`src/rtl/tdm_clkgen_pkg.sv`:
```
// Shared encodings and helpers for the TDM clock generator.
// Assumes slot lengths are multiples of eight bits, up to 32.
package tdm_clkgen_pkg;
    localparam int SLOT_CODE_W   = 2;
    localparam int MAX_SLOT_BITS = 8 << SLOT_CODE_W;
    localparam int SB_W          = $clog2(MAX_SLOT_BITS + 1);
    localparam int BIT_W         = $clog2(MAX_SLOT_BITS);

    typedef enum logic [1:0] {
        FS_SLOT  = 2'd0,
        FS_HALF  = 2'd1,
        FS_BIT   = 2'd2,
        FS_BURST = 2'd3
    } fs_mode_e;

    // Bits per slot for a slot length code: 8 * (code + 1).
    function automatic logic [SB_W-1:0] slot_bits(input logic [SLOT_CODE_W-1:0] code);
        logic [SB_W-1:0] n;
        n = SB_W'(code) + SB_W'(1);
        return n << 3;
    endfunction
endpackage

```
`src/rtl/tdm_bitclk.sv`:
```
// Bit-clock source: divides the master clock or edge-detects an external
// bit-clock pin. Produces the bit-clock level and a one-cycle tick at each
// bit boundary (falling edge). Assumes sck_pin is synchronous to clk.
module tdm_bitclk #(
    parameter int DIV_W = 5
) (
    input  logic             clk,
    input  logic             rst_n,
    input  logic             en,
    input  logic             sck_from_pin,
    input  logic [DIV_W-1:0] div_m1,
    input  logic             sck_pin,
    output logic             sck_level,
    output logic             tick
);
    logic [DIV_W-1:0] div_cnt;
    logic             sck_q;
    logic             gen_level;

    // Divider counter: 0 .. div_m1, parked at zero when not generating.
    always_ff @(posedge clk) begin
        if (!rst_n || !en || sck_from_pin)
            div_cnt <= '0;
        else if (div_cnt >= div_m1)
            div_cnt <= '0;
        else
            div_cnt <= div_cnt + 1'b1;
    end

    // Previous pin level, for falling-edge detection.
    always_ff @(posedge clk) begin
        if (!rst_n || !en)
            sck_q <= 1'b0;
        else
            sck_q <= sck_pin;
    end

    // Level and tick selection between generated and pin clock.
    always_comb begin
        gen_level = div_cnt > (div_m1 >> 1);
        if (sck_from_pin) begin
            sck_level = en && sck_pin;
            tick      = en && sck_q && !sck_pin;
        end else begin
            sck_level = en && gen_level;
            tick      = en && (div_cnt >= div_m1);
        end
    end
endmodule

```
`src/rtl/tdm_frame_ctr.sv`:
```
// Frame position counters (bit within slot, slot within frame), burst
// stall logic and realignment on an external frame-sync edge.
// Assumes the configuration is stable while en is high.
module tdm_frame_ctr
    import tdm_clkgen_pkg::*;
#(
    parameter int NSLOT_W = 3
) (
    input  logic                   clk,
    input  logic                   rst_n,
    input  logic                   en,
    input  logic                   tick,
    input  logic [SLOT_CODE_W-1:0] slot_code,
    input  logic [NSLOT_W-1:0]     nslots_m1,
    input  logic                   burst_mode,
    input  logic                   burst_req,
    input  logic                   ext_fs,
    input  logic                   fs_now,
    output logic [BIT_W-1:0]       fbit,
    output logic [NSLOT_W-1:0]     fslot,
    output logic                   pend,
    output logic                   adv
);
    logic [BIT_W-1:0] last_bit;
    logic             hold;
    logic             fs_q;
    logic             restart;

    // Stall and advance decisions for the current cycle.
    always_comb begin
        last_bit = BIT_W'(slot_bits(slot_code) - 1'b1);
        hold     = burst_mode && (fbit == '0) && !pend;
        adv      = en && tick && !hold;
        restart  = en && ext_fs && fs_now && !fs_q;
    end

    // External frame-sync level of the previous cycle.
    always_ff @(posedge clk) begin
        if (!rst_n || !en || !ext_fs)
            fs_q <= 1'b0;
        else
            fs_q <= fs_now;
    end

    // Bit and slot counters with wrap and restart.
    always_ff @(posedge clk) begin
        if (!rst_n || !en || restart) begin
            fbit  <= '0;
            fslot <= '0;
        end else if (adv) begin
            if (fbit >= last_bit) begin
                fbit  <= '0;
                fslot <= (fslot >= nslots_m1) ? '0 : fslot + 1'b1;
            end else begin
                fbit <= fbit + 1'b1;
            end
        end
    end

    // Pending burst request; consumed when a sample leaves bit 0.
    always_ff @(posedge clk) begin
        if (!rst_n || !en || !burst_mode)
            pend <= 1'b0;
        else if (adv && (fbit == '0))
            pend <= burst_req;
        else
            pend <= pend | burst_req;
    end
endmodule

```
`src/rtl/tdm_fs_shaper.sv`:
```
// Combinational frame-sync shaping from the frame position, and the data
// position seen by serializers (frame position minus the optional delay).
module tdm_fs_shaper
    import tdm_clkgen_pkg::*;
#(
    parameter int NSLOT_W = 3
) (
    input  logic                   en,
    input  logic [1:0]             fs_mode,
    input  logic                   ext_fs,
    input  logic                   fs_now,
    input  logic                   pend,
    input  logic                   one_bit_delay,
    input  logic [SLOT_CODE_W-1:0] slot_code,
    input  logic [NSLOT_W-1:0]     nslots_m1,
    input  logic [BIT_W-1:0]       fbit,
    input  logic [NSLOT_W-1:0]     fslot,
    output logic                   fs_core,
    output logic [NSLOT_W-1:0]     data_slot,
    output logic [BIT_W-1:0]       data_bit
);
    localparam int TOT_W = SB_W + NSLOT_W;

    logic [SB_W-1:0]  sb;
    logic [TOT_W-1:0] pos;
    logic [TOT_W-1:0] total;
    logic             fs_gen;

    // Frame-sync level for the selected shape.
    always_comb begin
        sb    = slot_bits(slot_code);
        pos   = TOT_W'(fslot) * TOT_W'(sb) + TOT_W'(fbit);
        total = (TOT_W'(nslots_m1) + TOT_W'(1)) * TOT_W'(sb);
        unique case (fs_mode_e'(fs_mode))
            FS_SLOT:  fs_gen = (fslot == '0);
            FS_HALF:  fs_gen = pos < (total >> 1);
            FS_BIT:   fs_gen = (fslot == '0) && (fbit == '0);
            default:  fs_gen = (fbit == '0) && pend;
        endcase
        fs_core = en && (ext_fs ? fs_now : fs_gen);
    end

    // Data position: equal to the frame position, or one bit behind it.
    always_comb begin
        data_slot = fslot;
        data_bit  = fbit;
        if (!en) begin
            data_slot = '0;
            data_bit  = '0;
        end else if (one_bit_delay) begin
            if (fbit != '0) begin
                data_bit = fbit - 1'b1;
            end else begin
                data_bit  = BIT_W'(sb - 1'b1);
                data_slot = (fslot == '0) ? nslots_m1 : fslot - 1'b1;
            end
        end
    end
endmodule

```
`src/rtl/tdm_clkgen.sv`:
```
// Top of the TDM bit-clock and frame-sync generator. Wires the bit-clock
// source, frame counters and frame-sync shaper, and applies polarity.
// Assumes static configuration while enabled and pins synchronous to clk.
module tdm_clkgen
    import tdm_clkgen_pkg::*;
#(
    parameter int DIV_W   = 5,
    parameter int NSLOT_W = 3
) (
    input  logic               clk,
    input  logic               rst_n,
    input  logic               enable,
    input  logic [1:0]         slot_code,
    input  logic [NSLOT_W-1:0] nslots_m1,
    input  logic [1:0]         fs_mode,
    input  logic               one_bit_delay,
    input  logic [DIV_W-1:0]   div_m1,
    input  logic               sck_from_pin,
    input  logic               fs_from_pin,
    input  logic               fs_in_inv,
    input  logic               fs_out_inv,
    input  logic               sck_out_inv,
    input  logic               sck_pin,
    input  logic               fs_pin,
    input  logic               burst_req,
    output logic               sck_out,
    output logic               fs_out,
    output logic               bit_strobe,
    output logic [NSLOT_W-1:0] slot_idx,
    output logic [BIT_W-1:0]   bit_idx
);
    logic               sck_level;
    logic               tick;
    logic               fs_now;
    logic               burst_mode;
    logic [BIT_W-1:0]   fbit;
    logic [NSLOT_W-1:0] fslot;
    logic               pend;
    logic               adv;
    logic               fs_core;

    // Input polarity and burst qualification.
    always_comb begin
        fs_now     = fs_pin ^ fs_in_inv;
        burst_mode = (fs_mode_e'(fs_mode) == FS_BURST) && !fs_from_pin;
    end

    tdm_bitclk #(.DIV_W(DIV_W)) u_bitclk (
        .clk          (clk),
        .rst_n        (rst_n),
        .en           (enable),
        .sck_from_pin (sck_from_pin),
        .div_m1       (div_m1),
        .sck_pin      (sck_pin),
        .sck_level    (sck_level),
        .tick         (tick)
    );

    tdm_frame_ctr #(.NSLOT_W(NSLOT_W)) u_frame (
        .clk        (clk),
        .rst_n      (rst_n),
        .en         (enable),
        .tick       (tick),
        .slot_code  (slot_code),
        .nslots_m1  (nslots_m1),
        .burst_mode (burst_mode),
        .burst_req  (burst_req),
        .ext_fs     (fs_from_pin),
        .fs_now     (fs_now),
        .fbit       (fbit),
        .fslot      (fslot),
        .pend       (pend),
        .adv        (adv)
    );

    tdm_fs_shaper #(.NSLOT_W(NSLOT_W)) u_shaper (
        .en            (enable),
        .fs_mode       (fs_mode),
        .ext_fs        (fs_from_pin),
        .fs_now        (fs_now),
        .pend          (pend),
        .one_bit_delay (one_bit_delay),
        .slot_code     (slot_code),
        .nslots_m1     (nslots_m1),
        .fbit          (fbit),
        .fslot         (fslot),
        .fs_core       (fs_core),
        .data_slot     (slot_idx),
        .data_bit      (bit_idx)
    );

    // Output polarity and strobe.
    always_comb begin
        sck_out    = sck_level ^ sck_out_inv;
        fs_out     = fs_core ^ fs_out_inv;
        bit_strobe = adv;
    end
endmodule

```
`config.mk`:
```
export PLATFORM = sky130hd
export DESIGN_NAME = tdm_clkgen
export DESIGN_NICKNAME = d
export VERILOG_FILES = /design/src/rtl/tdm_clkgen_pkg.sv /design/src/rtl/tdm_bitclk.sv /design/src/rtl/tdm_frame_ctr.sv /design/src/rtl/tdm_fs_shaper.sv /design/src/rtl/tdm_clkgen.sv
export SDC_FILE = /design/constraint.sdc
export NUM_CORES = 1
export LEC_CHECK = 0
export ABC_AREA = 1
export BUFFER_PORTS_ARGS = -buffer_cell sky130_fd_sc_hd__clkbuf_2
export CORE_UTILIZATION = 45
export CTS_BUF_LIST = sky130_fd_sc_hd__clkbuf_8
export DETAILED_ROUTE_END_ITERATION = 6
export PLACE_DENSITY = 0.65
export SLEW_MARGIN = 20
export SYNTH_ARGS = -nofsm -noshare
export SYNTH_HDL_FRONTEND = slang
export SYNTH_SLANG_ARGS = --single-unit
```
`constraint.sdc`:
```
create_clock -name clk -period 7.7 [get_ports clk]
set_input_delay 1.54 -clock clk [delete_from_list [all_inputs] [get_ports clk]]
set_output_delay 1.54 -clock clk [all_outputs]
set_load 0.01 [all_outputs]
```
=== Word level (Yosys, flattened, before mapping) ===
Index checks and enable logic that the tools add are counted.

* Flip-flop bits (word level): 16
* Output and inout port bits: 11

* Add/subtract/negate cells: 9
* $mul: 2
* Magnitude comparators: 5
* Equality and inequality tests: 3
* Multiplexer cells: 14
* Bitwise logic cells: 4
* Reduce and logical (&&, ||, !) cells: 36

{| class="wikitable"
|+ Operator list
! cell !! count
|-
| 2-to-1 mux 5 bit || 4
|-
| logical AND 1 bit || 17
|-
| 2-to-1 mux 3 bit || 5
|-
| adder 5 x 1 -> 5 bit (second input constant) || 2
|-
| greater-or-equal comparator 5 bit || 2
|-
| subtractor 5 x 1 -> 5 bit (second input constant) || 2
|-
| adder 9 x 5 -> 9 bit || 1
|-
| less-than comparator 9 x 8 -> 1 bit || 1
|-
| zero test 1 bit || 8
|-
| multiplier 3 x 3 -> 6 bit || 1
|-
| multiplier 4 x 3 -> 6 bit || 1
|-
| greater-than comparator 5 x 4 -> 1 bit || 1
|-
| zero test 5 bit || 1
|-
| logical OR 1 bit || 5
|-
| nonzero test 5 bit || 1
|-
| adder 3 x 1 -> 4 bit (second input constant) || 1
|-
| == test 2 bit (second input constant) || 2
|-
| 2-to-1 mux 1 bit || 4
|-
| adder 2 x 1 -> 3 bit (second input constant) || 1
|-
| adder 3 x 1 -> 3 bit (second input constant) || 1
|-
| greater-or-equal comparator 3 bit || 1
|-
| zero test 3 bit || 1
|-
| case mux 1 bit (3 select lines) || 1
|-
| subtractor 3 x 1 -> 3 bit (second input constant) || 1
|-
| 6 further kinds || 8
|}

=== Longest topological paths before layout ===
Gate-level depths: netlist (run 1).

* Word-level depth: 8
* Mapped depth: 23

=== Hierarchy ===
A second synthesis (run 1) with hierarchy kept.

* Cells, all modules: 366
* Area, all modules: 2401.1 um^2

{| class="wikitable"
|+ By module, submodules not included
! module !! times used !! cells each !! area each (um^2) !! sequential area each (um^2)
|-
| tdm_fs_shaper || 1 || 174 || 1096.1 || 0.0
|-
| tdm_frame_ctr || 1 || 102 || 719.4 || 200.2
|-
| tdm_bitclk || 1 || 73 || 521.8 || 120.1
|-
| tdm_clkgen || 1 || 17 || 63.8 || 0.0
|}

=== Least setup slack after synthesis (run 1) ===
No wires, ideal clock.

* Kind: input to output
* From: in slot_code[0]
* To: out fs_out
* Arrival time: 4210 ps
* Slack: 1950 ps
* Cell stages on the path: 21
* Cell sequence: ha_1 > nand2_1 > fa_1 > inv_1 > ha_1 > inv_1 > fa_1 > inv_1 > nand2_1 > nor2_1 > xor2_1 > ha_1 > nor2_1 > nand2_1 > nor2_1 > nand2_1 > nand2_1 > nand2_1 > nand2_1 > nand2_1 > nand2_1

* Longest elaborated chain between the ends: 8
* Elaborated cells between the ends (all ways): 9

{| class="wikitable"
|+ Ends and longest elaborated chain
! element !! line !! source
|-
| from (decl) || tdm_clkgen.sv:13 || <nowiki>input logic [1:0] slot_code,</nowiki>
|-
| adder 2 x 1 -> 3 bit (*) || tdm_clkgen_pkg.sv:19 || <nowiki>n = SB_W'(code) + SB_W'(1);</nowiki>
|-
| multiplier 3 x 3 -> 6 bit || tdm_fs_shaper.sv:32 || <nowiki>pos = TOT_W'(fslot) * TOT_W'(sb) + TOT_W'(fbit);</nowiki>
|-
| adder 9 x 5 -> 9 bit || tdm_fs_shaper.sv:32 ||
|-
| less-than comparator 9 x 8 -> 1 bit (*) || tdm_fs_shaper.sv:36 || <nowiki>FS_HALF: fs_gen = pos < (total >> 1);</nowiki>
|-
| case mux 1 bit (3 select lines) (*) || tdm_fs_shaper.sv:34 || <nowiki>unique case (fs_mode_e'(fs_mode))</nowiki>
|-
| 2-to-1 mux 1 bit (*) || tdm_fs_shaper.sv:40 || <nowiki>fs_core = en && (ext_fs ? fs_now : fs_gen);</nowiki>
|-
| logical AND 1 bit (*) || tdm_fs_shaper.sv:40 ||
|-
| bitwise XOR 1 bit (*) || tdm_clkgen.sv:95 || <nowiki>fs_out = fs_core ^ fs_out_inv;</nowiki>
|-
| to (decl) || tdm_clkgen.sv:27 || <nowiki>output logic fs_out,</nowiki>
|}

Mark *: on every way between the ends. The rest lies on a longest branch, timed or not.

=== Final worst setup path (run 1) ===
Ends and elaborated chain as after synthesis.

==> impl_metrics.csv, run 1 <==
group,metric,value,unit
run,maxCapViolCount,0,
power,power_density,87.1,nW/um2
detailed_routing,wl_per_cell,11.3,um
clocking,cts_buffers,3,
detailed_routing,via_count,2201,
final_layout,post_route_cells_drive_above_1_share,12.6,%
global_routing,grtUsageTotal,21.5,%
clocking,cts_buffer_depth,2,
synth,synth_mux_area_share,0,%
placement,gp_congestion,0.827,
detailed_routing,dr_wl_met2,2.19,mm
power,netSwitchingPower,77.1,uW
synth,synth_compound_area_share,11.3,%
global_routing,grt_pass1_vias,1987,
detailed_routing,via_per_inst,4.84,
synth,ys_seq_area_share,13.8,%
placement,port_buffers,34,
clocking,post_cts_buffers,0,
setup_path,crit_fanout,7,
setup_path,rr_startpoint,"u_frame.fbit[0]$_SDFFE_PP0P_",
global_routing,antenna_found_initial,0,
timing,slew_viol_final,0,
clocking,clk_latency,0.25,ns
synth,yosys.area_share.adder,26.2,%
timing,fmax,163,MHz
global_routing,grt-ovfl-total,0,
power,pwr-share-seq,37.6,%
timing,finalSetupTns,0,ns
timing,worst_pin_slew,0.440,ns
timing,relSlewSlack,70.7,%
final_layout,fin_util,53.3,%
setup_path,end_kind,"primary output",
power,intPower,148,uW
synth,yosys.area_share.simple,30.4,%
floorplanning,die_x,73.8,um
detailed_routing,wl_met1,2.66,mm
floorplanning,num_rows,25,
setup_path,setup.worst_path.start,"slot_code[0]",
detailed_routing,route.detailed.drc,0,
power,sw_frac_of_total,34.2,%
clocking,cts_root_buffer,"clkbuf_8",
detailed_routing,first_pass_iters,4,
clocking,cts_tree,"built",
synth,synthXorXnorAreaFrac,5.66,%
synth,syn-cell-area,2320,um2
detailed_routing,drt_iter0_drc,61,
clocking,hold_buffers,0,
detailed_routing,routed_wirelength,5.12,mm
setup_path,r2r-end,"u_frame.fbit[1]$_SDFFE_PP0P_",
clocking,clk_pin_slew_worst_paths,0.06,ns
detailed_routing,antenna_left,0,
synth,synth_top_family_by_area,"simple AND/OR/NAND/NOR gates",
final_layout,area_delta_synth_final,11.4,%
floorplanning,ios,35,
power,combPwrFrac,33.7,%
placement,dp_hpwl,4.34,mm
setup_path,worstSetupEndpoint,"fs_out",
global_routing,grt_max_degree,15,
power,power.leakage,0.00150,uW
timing,hold_violations,0,
power,clkPwrFrac,28.7,%
final_layout,layout.nets,459,
synth,synth_cell_types,34,
timing,finClkSkew,0.00420,ns
setup_path,worstRegToRegCells,9,
timing,rsz0062_at_grt,"no",
setup_path,criticalPathCategory,"in2out",
synth,syn_area_per_cell,6.52,um2
floorplanning,start_util,47.9,%
min_path,hold_class,"reg2reg",
timing,min_period_over_period,79.8,%
final_layout,fillers,504,
synth,synthCells,356,
floorplanning,die-area,5450,um2
floorplanning,die-height,73.8,um
clocking,cts_htree_levels,1,
clocking,ctsResizeCount,0,
detailed_routing,routed.top_layer,"met4",
setup_path,r2r_setup_slack,5.76,ns
synth,syn_nets,425,
clocking,cts_sinks,16,
synth,ys_ff_latch,16,
timing,final-setup-viol-count,0,
setup_path,worstPathRequired,6.16,ns
synth,yosys_warnings,0,
setup_path,start_kind,"input pin",
power,power,225,uW
status,status,"completed",
timing,min_period,6.15,ns
detailed_routing,wl_met3,221,um
setup_path,cp.arrival,4.61,ns
power,ir_worst_vdd,0.0824,mV
final_layout,antenna-diode-count,0,
global_routing,grt_pass1_wl,9.06,mm
floorplanning,core-area,4850,um2
## placed cells by master, fill, tap and decap left out, types with 7 or more instances in the layout
cell type / netlist / layout
ha_1: 39 / 39
nand4_1: 7 / 7
a21oi_1: 25 / 25
nand3_1: 20 / 20
inv_1: 68 / 68
o21ai_0: 14 / 14
dfxtp_1: 16 / 16
nor2_1: 33 / 33
xor2_1: 9 / 9
nand2_1: 87 / 87
clkbuf_2: 0 / 34
## worst min path at each step
stage                                    from                             end  slack (ns)  depth (start not counted)
5_1_grt               u_frame.pend$_SDFF_PP0_         u_frame.pend$_SDFF_PP0_        0.51                          2
3_3_place_gp   u_bitclk.div_cnt[0]$_SDFF_PP0_  u_bitclk.div_cnt[0]$_SDFF_PP0_        0.45                          1
6_report              u_frame.pend$_SDFF_PP0_         u_frame.pend$_SDFF_PP0_        0.49                          2
2_1_floorplan  u_bitclk.div_cnt[0]$_SDFF_PP0_  u_bitclk.div_cnt[0]$_SDFF_PP0_        0.43                          1
3_5_place_dp          u_frame.pend$_SDFF_PP0_         u_frame.pend$_SDFF_PP0_        0.48                          2
4_1_cts               u_frame.pend$_SDFF_PP0_         u_frame.pend$_SDFF_PP0_        0.49                          2
## logic make-up after synthesis
kind of cell	Yosys count
compound gates	46
xor+xnor	15
fa+ha+maj	45
buf+inv	74
flops	16
simple gates	160
## state kept, by name (all words and copies together) (netlist names)
register / count
u_frame.fs_q: 1
u_bitclk.div_cnt: 5
u_frame.pend: 1
u_frame.fbit: 5
u_bitclk.sck_q: 1
u_frame.fslot: 3
## cell usage after synthesis, drive strengths merged
library cell  number  share of area, %
o21ai             15               3.4
nor4               1              0.27
nor2              34               5.6
a31oi              2               1.2
clkbuf             2              0.32
nand2             90                15
ha                39                21
nand3b             1              0.32
inv               68                11
o211ai             2              0.65
nand3             21               4.7
xor2               9               3.4
a21oi             25               5.4
or2                1              0.27
xnor2              6               2.3
dfxtp             16                14
clkinv             1              0.38
o21bai             1              0.32
nor3b              1              0.81
fa                 6               5.2
nand4              8               2.4
o21a               1              0.32
buf                3               1.0
nor3               3              0.86
## area by class of cell
class                           count  area (um2)  area share (%)
Clock buffer                        3        41.3            1.60
Timing Repair Buffer               34         170            6.58
Inverter                           69         264            10.2
Sequential cell                    16         320            12.4
Tap cell                           67        83.8            3.24
Multi-Input combinational cell    266        1710            66.0
## worst max-delay path, stage by stage
cell	delay, ns
clkbuf_2	0.13
ha_1	0.40
nand2_1	0.10
fa_1	0.51
inv_1	0.04
ha_1	0.20
inv_1	0.07
fa_1	0.41
inv_1	0.11
nand2_1	0.05
nor2_1	0.11
xor2_1	0.08
ha_1	0.19
nor2_1	0.10
nand2_1	0.05
nor2_1	0.07
nand2_1	0.05
nand2_1	0.05
nand2_1	0.06
nand2_1	0.06
nand2_1	0.05
nand2_1	0.05
clkbuf_2	0.12
## metrics by stage
stage	hold slack [ns]	worst slack, ns	std cells	area, um2
6_report	0.490	1.55	455	2590
5_1_grt	0.514	1.23	455	2590
4_1_cts	0.491	1.53	455	2590
3_5_place_dp	0.478	1.54	452	2540
3_3_place_gp	0.453	1.63	452	2540
2_1_floorplan	0.430	1.95	356	2320
## per-layer routing
layer  global-route usage [%]  vias up
met2                     33.4       48
met5                        0        -
met1                     31.3      953
met4                     5.13        0
li1                         -     1194
met3                     2.88        6
## power groups by stage
stage | clock network, uW | registers (uW) | logic, uW
floorplan | 0 | 86.2 | 52.8
global placement | 0 | 86.4 | 75.3
detailed placement | 0 | 86.4 | 76.4
CTS | 65.6 | 84.6 | 76.9
global route | 69.0 | 84.7 | 88.8
finish | 64.7 | 84.6 | 76.0
No activity file was read; power rests on OpenSTA's default activity.
==> run 2, diff against run 1 <==
clock period = 6 ns   (was 7.7 ns; I/O delays follow)
==> run 2 against run 1 <==
Against the previous run: global-route usage is 0.18 points lower; routed wire length is 0.90% higher; sequential power is 28% higher; clock skew is 0.0016 ns lower; sequential cell count stayed put; critical path depth stayed put; clock-buffer cell count is 1 higher; non-clock buffer count stayed put; cell area is 0.53% higher; utilization is 0.28 points higher; worst hold slack better by 0.0083 ns; critical path type unchanged; critical endpoint unchanged; largest cell class unchanged; highest routed layer unchanged.
==> impl_metrics.csv, run 2 (synthesis gave the netlist of run 1 again) <==
group,metric,value,unit
clocking,hold_buffers,0,
detailed_routing,drt_iter0_drc,60,
final_layout,seqCellArea,320,um2
setup_path,crit_chain,"clkbuf_2 > ha_1 > nand2_1 > fa_1 > inv_1 > ha_1 > inv_1 > fa_1 > inv_1 > nand2_1 > nor2_1 > xor2_1 > ha_1 > nor2_1 > nand2_1 > nor2_1 > nand2_1 > nand2_1 > nand2_1 > nand2_1 > nand2_1 > nand2_1 > clkbuf_2",
clocking,cts_buffer_depth,2,
floorplanning,num_rows,25,
power,power_density,117,nW/um2
global_routing,antenna_found_initial,0,
timing,finClkSkew,0.00262,ns
clocking,cts_buffers,3,
min_path,hp-start,"u_bitclk.div_cnt[0]$_SDFF_PP0_",
setup_path,cpMaxStageDelayCell,"fa_1",
floorplanning,start_util,47.9,%
clocking,clk_pin_slew_worst_paths,0.07,ns
clocking,ctsResizeCount,0,
setup_path,rr_startpoint,"u_frame.fbit[0]$_SDFFE_PP0P_",
power,netSwitchingPower,101,uW
placement,gp_congestion,0.827,
final_layout,reg_top3,"u_bitclk.div_cnt x5, u_frame.fbit x5, u_frame.fslot x3",
run,maxCapViolCount,0,
clocking,cts_tree,"built",
clocking,cts_root_buffer,"clkbuf_8",
min_path,hold_path_end,"u_bitclk.div_cnt[0]$_SDFF_PP0_",
power,combPwrFrac,32.1,%
global_routing,grt_pass1_vias,2014,
setup_path,start_kind,"input pin",
setup_path,end_kind,"primary output",
setup_path,r2r_setup_slack,4.05,ns
timing,min_period,5.47,ns
clocking,cts_sinks,16,
setup_path,criticalPathCategory,"in2out",
timing,hold_violations,0,
power,power,305,uW
setup_path,max_stage_delay,0.50,ns
floorplanning,die-area,5450,um2
clocking,cts_htree_levels,1,
clocking,clk_latency,0.25,ns
timing,final-setup-viol-count,0,
setup_path,cp.arrival,4.27,ns
detailed_routing,first_pass_iters,4,
power,ir_worst_vdd,0.126,mV
placement,dp_hpwl,4.33,mm
power,intPower,204,uW
power,sw_frac_of_total,33.2,%
timing,fmax,183,MHz
detailed_routing,routed_wirelength,5.17,mm
final_layout,post_route_cells_drive_above_1_share,12.9,%
setup_path,setup.worst_path.start,"slot_code[0]",
detailed_routing,route.detailed.drc,0,
global_routing,grt_max_degree,15,
floorplanning,die_x,73.8,um
timing,worst_pin_slew,0.443,ns
global_routing,grtUsageTotal,21.3,%
placement,port_buffers,34,
global_routing,grt-ovfl-total,0,
final_layout,fillers,490,
timing,min_period_over_period,91.2,%
setup_path,r2r-end,"u_frame.fbit[1]$_SDFFE_PP0P_",
final_layout,antenna-diode-count,0,
detailed_routing,via_count,2239,
timing,rsz0062_at_grt,"no",
clocking,post_cts_buffers,0,
timing,slew_viol_final,0,
timing,finalSetupTns,0,ns
setup_path,worstPathRequired,4.80,ns
detailed_routing,antenna_left,0,
final_layout,layout_commonest_cell,"nand2_1",
setup_path,worstRegToRegCells,9,
final_layout,multiInputGateArea,1710,um2
setup_path,crit_top_cell,"nand2_1",
floorplanning,core-area,4850,um2
timing,relSlewSlack,70.5,%
power,power.leakage,0.00150,uW
final_layout,layout.nets,459,
power,pwr-share-seq,35.6,%
detailed_routing,wl_per_cell,11.3,um
final_layout,area_delta_synth_final,12.0,%
min_path,holdPathStages,1,
floorplanning,die-height,73.8,um
power,clkPwrFrac,32.3,%
min_path,hold_class,"reg2reg",
floorplanning,ios,35,
final_layout,final_cell_mix,"nand2_1 (87), inv_1 (68), ha_1 (39)",
setup_path,crit_fanout,7,
status,status,"completed",
global_routing,grt_pass1_wl,9.02,mm
detailed_routing,via_per_inst,4.91,
## run 2: cell count changes in the layout (fill, tap and decap cells not counted), sizes merged
cell    change
clkbuf      +1
## run 2: area by class of cell
cell class | count | area share (%)
inverters | 69 | 10.2
multi-input cells | 266 | 65.6
flip-flops and latches | 16 | 12.3
clock buffers | 4 | 2.12
repair buffers | 34 | 6.54
well taps | 67 | 3.22
## run 2: how the worst max path moves through the flow
| stage | end | slack, ns | cells after the start |
|---|---|---|---|
| after CTS | fs_out | 0.50 | 23 |
| final | fs_out | 0.53 | 23 |
| after global routing | fs_out | 0.18 | 23 |
| after floorplan | fs_out | 0.93 | 21 |
| after detailed placement | fs_out | 0.50 | 23 |
| after global placement | fs_out | 0.61 | 21 |
## run 2: critical path, delay by kind of cell
kind / cells / cell delay (ns)
fa+ha+maj: 5 / 1.70
xor+xnor: 1 / 0.08
buf+inv: 5 / 0.47
simple gates: 12 / 0.82
## run 2: power groups by stage
stage	clock network (uW)	logic (uW)	registers, uW
after floorplan	0	67.7	111
after global placement	0	96.6	111
after detailed placement	0	98.2	111
after CTS	99.7	98.7	108
after global routing	104	114	109
final	98.5	97.8	108
## run 2: per-layer routing
metal  part of all wire [%]  track usage (%)  vias to the layer above
li1                       -                -                     1194
met1                     53             30.4                      999
met2                     43             34.7                       44
met3                    3.3             3.43                        2
met4                   0.48             2.56                        0
met5                      0                0                        -
## run 2: metrics by stage
stage	std cells	worst slack (ns)	utilization, %	instance area [um2]	hold WS (ns)
4_1_cts	456	0.495	53.6	2600	0.494
3_3_place_gp	452	0.607	52.5	2540	0.453
6_report	456	0.529	53.6	2600	0.498
2_1_floorplan	356	0.930	-	2320	0.430
5_1_grt	456	0.179	53.6	2600	0.519
3_5_place_dp	452	0.498	52.5	2540	0.478
